`src/rtl/flash_guard_pkg.sv`:
```
package flash_guard_pkg;

    localparam int FG_ADDR_W = 17;
    localparam int FG_N_SRC  = 3;

    typedef enum logic [1:0] {
        SRC_FETCH = 2'd0,
        SRC_TREAD = 2'd1,
        SRC_XWR   = 2'd2
    } src_e;

    typedef struct packed {
        logic fetch_hi;
        logic tread_hi;
        logic write_hi;
        logic erase_hi;
        logic prog_nosupply;
        logic sec_block;
    } viol_t;

    function automatic logic any_viol(viol_t v);
        return |v;
    endfunction

endpackage

```
`src/rtl/fg_bound_cmp.sv`:
```
module fg_bound_cmp #(
    parameter int W = 17
) (
    input  logic         vld,
    input  logic [W-1:0] addr,
    input  logic [W-1:0] lim,
    output logic         hit
);
    always_comb begin
        hit = vld && (addr > lim);
    end

    always_comb begin
        if (vld && (addr == lim)) begin
            a_equal_legal_r9: assert (!hit) else $error("R9 equal address flagged");
        end
    end
endmodule

```
`src/rtl/fg_rule_eval.sv`:
```
module fg_rule_eval
    import flash_guard_pkg::*;
#(
    parameter int N_SRC = FG_N_SRC
) (
    input  logic [N_SRC-1:0] hit,
    input  logic             fetch_vld,
    input  logic             tread_vld,
    input  logic             xwr_vld,
    input  logic             flash_wen,
    input  logic             erase_mode,
    input  logic             vmon_en,
    input  logic             sec_deny,
    output viol_t            viol
);
    logic prog_op;
    logic any_access;

    always_comb begin
        prog_op    = xwr_vld && flash_wen;
        any_access = fetch_vld || tread_vld || prog_op;

        viol               = '0;
        viol.fetch_hi      = hit[SRC_FETCH];
        viol.tread_hi      = hit[SRC_TREAD];
        viol.write_hi      = prog_op && !erase_mode && hit[SRC_XWR];
        viol.erase_hi      = prog_op &&  erase_mode && hit[SRC_XWR];
        viol.prog_nosupply = prog_op && !vmon_en;
        viol.sec_block     = sec_deny && any_access;
    end

    always_comb begin
        if (xwr_vld && !flash_wen && !fetch_vld && !tread_vld) begin
            a_ram_write_clean_r7: assert (viol == '0) else $error("R7 RAM write flagged");
        end
    end
endmodule

```
`src/rtl/fg_pulse.sv`:
```
module fg_pulse
    import flash_guard_pkg::*;
(
    input  logic  clk,
    input  logic  rst,
    input  viol_t viol,
    output logic  pulse
);
    always_ff @(posedge clk) begin
        if (rst) begin
            pulse <= 1'b0;
        end else begin
            pulse <= any_viol(viol);
        end
    end

    p_reset_clear_r1: assert property (@(posedge clk) rst |=> !pulse);
endmodule

```
`src/rtl/flash_guard.sv`:
```
module flash_guard
    import flash_guard_pkg::*;
#(
    parameter int ADDR_W = FG_ADDR_W
) (
    input  logic              clk,
    input  logic              rst,
    input  logic              fetch_vld,
    input  logic [ADDR_W-1:0] fetch_addr,
    input  logic              tread_vld,
    input  logic [ADDR_W-1:0] tread_addr,
    input  logic              xwr_vld,
    input  logic [ADDR_W-1:0] xwr_addr,
    input  logic              flash_wen,
    input  logic              erase_mode,
    input  logic [ADDR_W-1:0] lock_addr,
    input  logic              sec_deny,
    input  logic              vmon_en,
    output logic              reset_req
);
    localparam int N_SRC = FG_N_SRC;

    logic [ADDR_W-1:0] src_addr [N_SRC];
    logic [N_SRC-1:0]  src_vld;
    logic [N_SRC-1:0]  src_hit;
    viol_t             viol;

    always_comb begin
        src_addr[SRC_FETCH] = fetch_addr;
        src_addr[SRC_TREAD] = tread_addr;
        src_addr[SRC_XWR]   = xwr_addr;
        src_vld[SRC_FETCH]  = fetch_vld;
        src_vld[SRC_TREAD]  = tread_vld;
        src_vld[SRC_XWR]    = xwr_vld;
    end

    for (genvar g = 0; g < N_SRC; g++) begin : g_cmp
        fg_bound_cmp #(.W(ADDR_W)) u_cmp (
            .vld  (src_vld[g]),
            .addr (src_addr[g]),
            .lim  (lock_addr),
            .hit  (src_hit[g])
        );
    end

    fg_rule_eval #(.N_SRC(N_SRC)) u_rules (
        .hit        (src_hit),
        .fetch_vld  (fetch_vld),
        .tread_vld  (tread_vld),
        .xwr_vld    (xwr_vld),
        .flash_wen  (flash_wen),
        .erase_mode (erase_mode),
        .vmon_en    (vmon_en),
        .sec_deny   (sec_deny),
        .viol       (viol)
    );

    fg_pulse u_pulse (
        .clk   (clk),
        .rst   (rst),
        .viol  (viol),
        .pulse (reset_req)
    );

    p_fetch_hi_r2: assert property (@(posedge clk) disable iff (rst)
        (fetch_vld && fetch_addr > lock_addr) |=> reset_req);
    p_tread_hi_r3: assert property (@(posedge clk) disable iff (rst)
        (tread_vld && tread_addr > lock_addr) |=> reset_req);
    p_write_hi_r4: assert property (@(posedge clk) disable iff (rst)
        (xwr_vld && flash_wen && !erase_mode && xwr_addr > lock_addr) |=> reset_req);
    p_erase_hi_r5: assert property (@(posedge clk) disable iff (rst)
        (xwr_vld && flash_wen && erase_mode && xwr_addr > lock_addr) |=> reset_req);
    p_nosupply_r6: assert property (@(posedge clk) disable iff (rst)
        (xwr_vld && flash_wen && !vmon_en) |=> reset_req);
    p_sec_block_r8: assert property (@(posedge clk) disable iff (rst)
        (sec_deny && (fetch_vld || tread_vld || (xwr_vld && flash_wen))) |=> reset_req);
    p_idle_quiet_r11: assert property (@(posedge clk) disable iff (rst)
        (!fetch_vld && !tread_vld && !(xwr_vld && flash_wen)) |=> !reset_req);
endmodule

```
`config.mk`:
```
export PLATFORM = sky130hd
export DESIGN_NAME = flash_guard
export DESIGN_NICKNAME = d
export VERILOG_FILES = /design/src/rtl/flash_guard_pkg.sv /design/src/rtl/fg_bound_cmp.sv /design/src/rtl/fg_rule_eval.sv /design/src/rtl/fg_pulse.sv /design/src/rtl/flash_guard.sv
export SDC_FILE = /design/constraint.sdc
export NUM_CORES = 1
export LEC_CHECK = 0
export ABC_AREA = 1
export BUFFER_PORTS_ARGS = -buffer_cell sky130_fd_sc_hd__buf_2
export CORE_MARGIN = 10
export CORE_UTILIZATION = 39
export CTS_CLUSTER_SIZE = 20
export DETAILED_ROUTE_END_ITERATION = 10
export PLACE_DENSITY_LB_ADDON = 0.1
export REMOVE_ABC_BUFFERS = 1
export SLEW_MARGIN = 20
export SYNTH_ARGS = -nofsm -noshare
export SYNTH_HDL_FRONTEND = slang
export SYNTH_HIERARCHICAL = 1
export SYNTH_SLANG_ARGS = --single-unit
export TNS_END_PERCENT = 30
```
`constraint.sdc`:
```
create_clock -name clk -period 3.3 [get_ports clk]
set_input_delay 0.165 -clock clk [delete_from_list [all_inputs] [get_ports clk]]
set_output_delay 0.165 -clock clk [all_outputs]
set_load 0.02 [all_outputs]
```
## Word-level counts from Yosys, hierarchy flattened

Cells that the tools add are included.

| word-level totals | value |
|---|---|
| memories kept | 0 |
| input bits | 77 |
| memory bits (read-only) | 0 |
| bits in writable memories | 0 |
| latch bits | 0 |
| bits in registers | 1 |
| logic and storage cells | 19 |

| operators by class | value |
|---|---|
| multipliers | 0 |
| add/sub/neg operators | 0 |
| shift-type cells | 0 |
| magnitude comparators | 3 |
| mux-type cells | 0 |
| eq/ne operators | 0 |
| reduce and logical (&&, ||, !) cells | 15 |
| divide/modulo/power cells | 0 |
| bitwise operators | 0 |

Operators with widths:

| kind | number |
|---|---|
| 17-bit greater-than comparator | 3 |
| 1-bit logical AND | 10 |
| 6-bit OR reduction | 1 |
| 1-bit zero test | 2 |
| 1-bit logical OR | 2 |

## Logic depth before layout (Yosys ltp)

| logic depth | value |
|---|---|
| depth in word-level cells | 4 |
| depth in mapped cells | 16 |
| mapped depth without buffers | 16 |

## By module

The synthesis kept the hierarchy.

Modules (own cells, without submodules):

| module | area each (µm²) | cells each | times used | seq. area each (µm²) |
|---|---|---|---|---|
| fg_bound_cmp at g_cmp[1].u_cmp ... | 525.5 | 85 | 2 | 0.0 |
| fg_bound_cmp at g_cmp[0].u_cmp | 500.5 | 86 | 1 | 0.0 |
| fg_rule_eval | 63.8 | 11 | 1 | 0.0 |
| fg_pulse | 47.5 | 8 | 1 | 20.0 |

## Worst setup path after synthesis

No wires, ideal clock.

| path | value |
|---|---|
| path kind | input to register |
| start | in lock_addr[16] |
| end | reg u_pulse.pulse |
| path slack | 1844 ps |
| library setup time | 109 ps |
| buffers on the path | 1 |
| cell stages on the path | 15 |
| arrival time | 1347 ps |
| cell sequence | inv_1 -> ha_1 -> nand2_2 -> inv_1 -> nand2_1 -> nand3_1 -> nor2_1 -> nand2_1 -> nor2_1 -> nor2_2 -> buf_4 -> nor2_1 -> nand3_1 -> nand2_1 -> inv_1 |

| between the ends | value |
|---|---|
| elaborated cells between the ends (all ways) | 9 |
| those cells by class | 3 x order compare; 6 x reduce/logical |

RTL lines:

| element | RTL line | RTL |
|---|---|---|
| start, declared | flash_guard.sv:16 | `input logic [ADDR_W-1:0] lock_addr,` |
| 17-bit greater-than comparator | fg_bound_cmp.sv:10 | `hit = vld && (addr > lim);` |
| 1-bit logical AND | fg_bound_cmp.sv:10 |  |
| via src_hit[0] | flash_guard.sv:25 | `logic [N_SRC-1:0] src_hit;` |
| 6-bit OR reduction | flash_guard_pkg.sv:22 | `return \|v;` |
| end signal, assigned | fg_pulse.sv:13 | `pulse <= any_viol(viol);` |
| end, declared | fg_pulse.sv:7 | `output logic pulse` |

The timed path passes the listed nets, and every way through them passes these cells.
A chain may end at the register's enable or synchronous reset.

==> flow_metrics.env <==
export IMPL_end_kind="flip-flop"
export IMPL_syn_area_mm2=0.00166
export IMPL_reg_largest_list="u_pulse/pulse (1)"
export IMPL_place_port_buffers=77
export IMPL_clk_pin_slew_ps=0
export IMPL_hold_depth=4
export IMPL_wl_per_cell_um=9.97
export IMPL_syn_inst=275
export IMPL_die_y_um=85.3
export IMPL_antenna_left=0
export IMPL_grt_ovfl_total=0
export IMPL_p_comb_share_pct=94.2
export IMPL_worstPathRequired_ps=3190
export IMPL_arrival_ps=1530
export IMPL_crit_path_start_kind="input pin"
export IMPL_fillers=444
export IMPL_cts_repair_resized=0
export IMPL_whs_endpoint="u_pulse/pulse"
export IMPL_syn2layout_area_growth_pct=26.0
export IMPL_route_detailed_drc=0
export IMPL_rsz0062_at_grt="false"
export IMPL_ys_seq_area_share_pct=1.20
export IMPL_seq_area_um2=20.0
export IMPL_hp_start="rst"
export IMPL_grt_pass1_wl_um=6690
export IMPL_worstHoldPathType="input pin to flip-flop"
export IMPL_start_util_pct=41.0
export IMPL_layout_drive_gt1_share_pct=30.6
export IMPL_ios=78
export IMPL_final_util_pct=51.6
export IMPL_antenna_cells=0
export IMPL_setup_viol=0
export IMPL_worstMarginPinSlew_ps=165
export IMPL_cp_max_fo=3
export IMPL_p_clk_share_pct=0
export IMPL_ys_ff_latch=1
export IMPL_rows=23
export IMPL_avgSynthCellArea_um2=6.05
export IMPL_peakVddDrop_mv=0.0554
export IMPL_yosysWarnings=6
export IMPL_tns_ps=0
export IMPL_fmax_ghz=0.609
export IMPL_outcome="finished, final reports clean"
export IMPL_leakage_nw=1.41
export IMPL_crit_type="input pin to flip-flop"
export IMPL_viasPerCell=4.21
export IMPL_hold_buffers=0
export IMPL_cts_setup_buffers=0
export IMPL_finalWeightedCongestion=0.777
export IMPL_antenna_found_initial=0
export IMPL_hold_viol_final=0
export IMPL_layout_nets=480
export IMPL_stdcell_area_mm2=0.00210
export IMPL_multiInputGateArea_mm2=0.00133
export IMPL_grt_use_total_pct=10.2
export IMPL_slew_headroom_pct=89.0
export IMPL_power_density_mw_per_mm2=114
export IMPL_cap_violations=0
export IMPL_largest_register_ffs=1
export IMPL_placed_area_mm2=0.00210
export IMPL_drt_pre_antenna_iters=3
export IMPL_final_cell_mix="77 x buf_2, 75 x inv_1, 70 x nand2_1"
export IMPL_layout_commonest_cell="buf_2"
export IMPL_drtIter0Drc=26
export IMPL_synth_distinct_cells=18
export IMPL_grt_pass1_vias=1732
export IMPL_power_internal_mw=0.117
export IMPL_routed_via_count=1684
export IMPL_top_register="u_pulse/pulse"
export IMPL_finalCritPeriodShare_pct=49.8
export IMPL_slew_viol_final=0
export IMPL_switchingPower_mw=0.122
export IMPL_core_mm2=0.00406
export IMPL_die_x_um=85.3
export IMPL_fin_crit_ps=1640
export IMPL_seqPwrFrac_pct=5.8
export IMPL_hpwl_um=3940
export IMPL_grt_max_degree=4
export IMPL_p_sw_share_pct=51.0
export IMPL_routed_wl_um=3990
export IMPL_dieArea_mm2=0.00728
==> synthesized netlist by cell type <==
cell	instances	area share, %
o21ai_2	2	1.1
nand2_2	9	3.4
nand3_1	5	1.5
inv_2	2	0.45
a21oi_2	3	1.6
ha_1	51	38
inv_1	75	17
a21oi_1	13	3.9
dfxtp_1	1	1.2
nor2_4	5	3.4
a21o_1	5	2.3
nor2_1	21	4.7
clkinv_1	2	0.45
nor3_2	1	0.60
buf_4	2	0.90
nand3_2	2	1.2
nand2_1	70	16
nor2_2	6	2.3
==> worst max-delay path by stage <==
stage               endpoint  cells past startpoint          start  slack, ps
3_5_place_dp   u_pulse/pulse                     14  lock_addr[16]       1620
6_report       u_pulse/pulse                     14  lock_addr[16]       1660
5_1_grt        u_pulse/pulse                     15  lock_addr[16]       1460
2_1_floorplan  u_pulse/pulse                     15  lock_addr[16]       1890
4_1_cts        u_pulse/pulse                     14  lock_addr[16]       1620
3_3_place_gp   u_pulse/pulse                     15  lock_addr[16]       1660
==> per-stage QoR <==
stage / setup WS [ps] / power [mW] / hold slack (ps) / cells
CTS: 1620 / 0.245 / 403 / 400
finish: 1660 / 0.238 / 400 / 400
global route: 1460 / 0.280 / 449 / 400
global placement: 1660 / 0.240 / 405 / 400
detailed placement: 1620 / 0.243 / 402 / 400
floorplan: 1890 / 0.160 / 300 / 273
==> power by group through the flow <==
stage	Combinational, mW	Clock, mW	Sequential [mW]
2_1_floorplan	0.145	0	0.0155
3_3_place_gp	0.226	0	0.0139
3_5_place_dp	0.229	0	0.0140
4_1_cts	0.231	0	0.0140
5_1_grt	0.266	0	0.0141
6_report	0.225	0	0.0139
==> cell families (layout without fill, tap and decap cells) <==
group,after synthesis,count (layout),synth area share [%]
AOI/OAI and AO/OA,23,23,8.80
adders and majority gates,51,51,38.4
buffers and inverters,81,156,18.7
DFF,1,1,1.20
and+or+nand+nor,119,119,32.9
==> worst max-delay path: stages <==
cell,delay (ps)
buf_2,100
inv_1,40
ha_1,300
a21o_1,180
nor2_1,120
nand2_1,60
nor2_1,110
a21oi_2,60
inv_1,80
nor3_2,50
nor2_1,90
nand3_1,80
nand2_1,60
inv_1,30
==> layout make-up <==
class	count	area share [%]
flip-flops and latches	1	0.955
inverters	79	14.1
well taps	50	2.99
repair buffers	77	18.4
multi-input cells	193	63.5
==> metal layers <==
metal / share of wire [%] / vias up / GRT usage (%) / routed length [um]
met5: 0 / - / 0 / 0
met4: 0 / 0 / 0 / 0
met3: 7.8 / 0 / 2.68 / 310
met2: 50 / 39 / 20.2 / 2000
met1: 42 / 664 / 11.0 / 1670
li1: - / 981 / - / -
No activity file was read; power rests on OpenSTA's default activity.
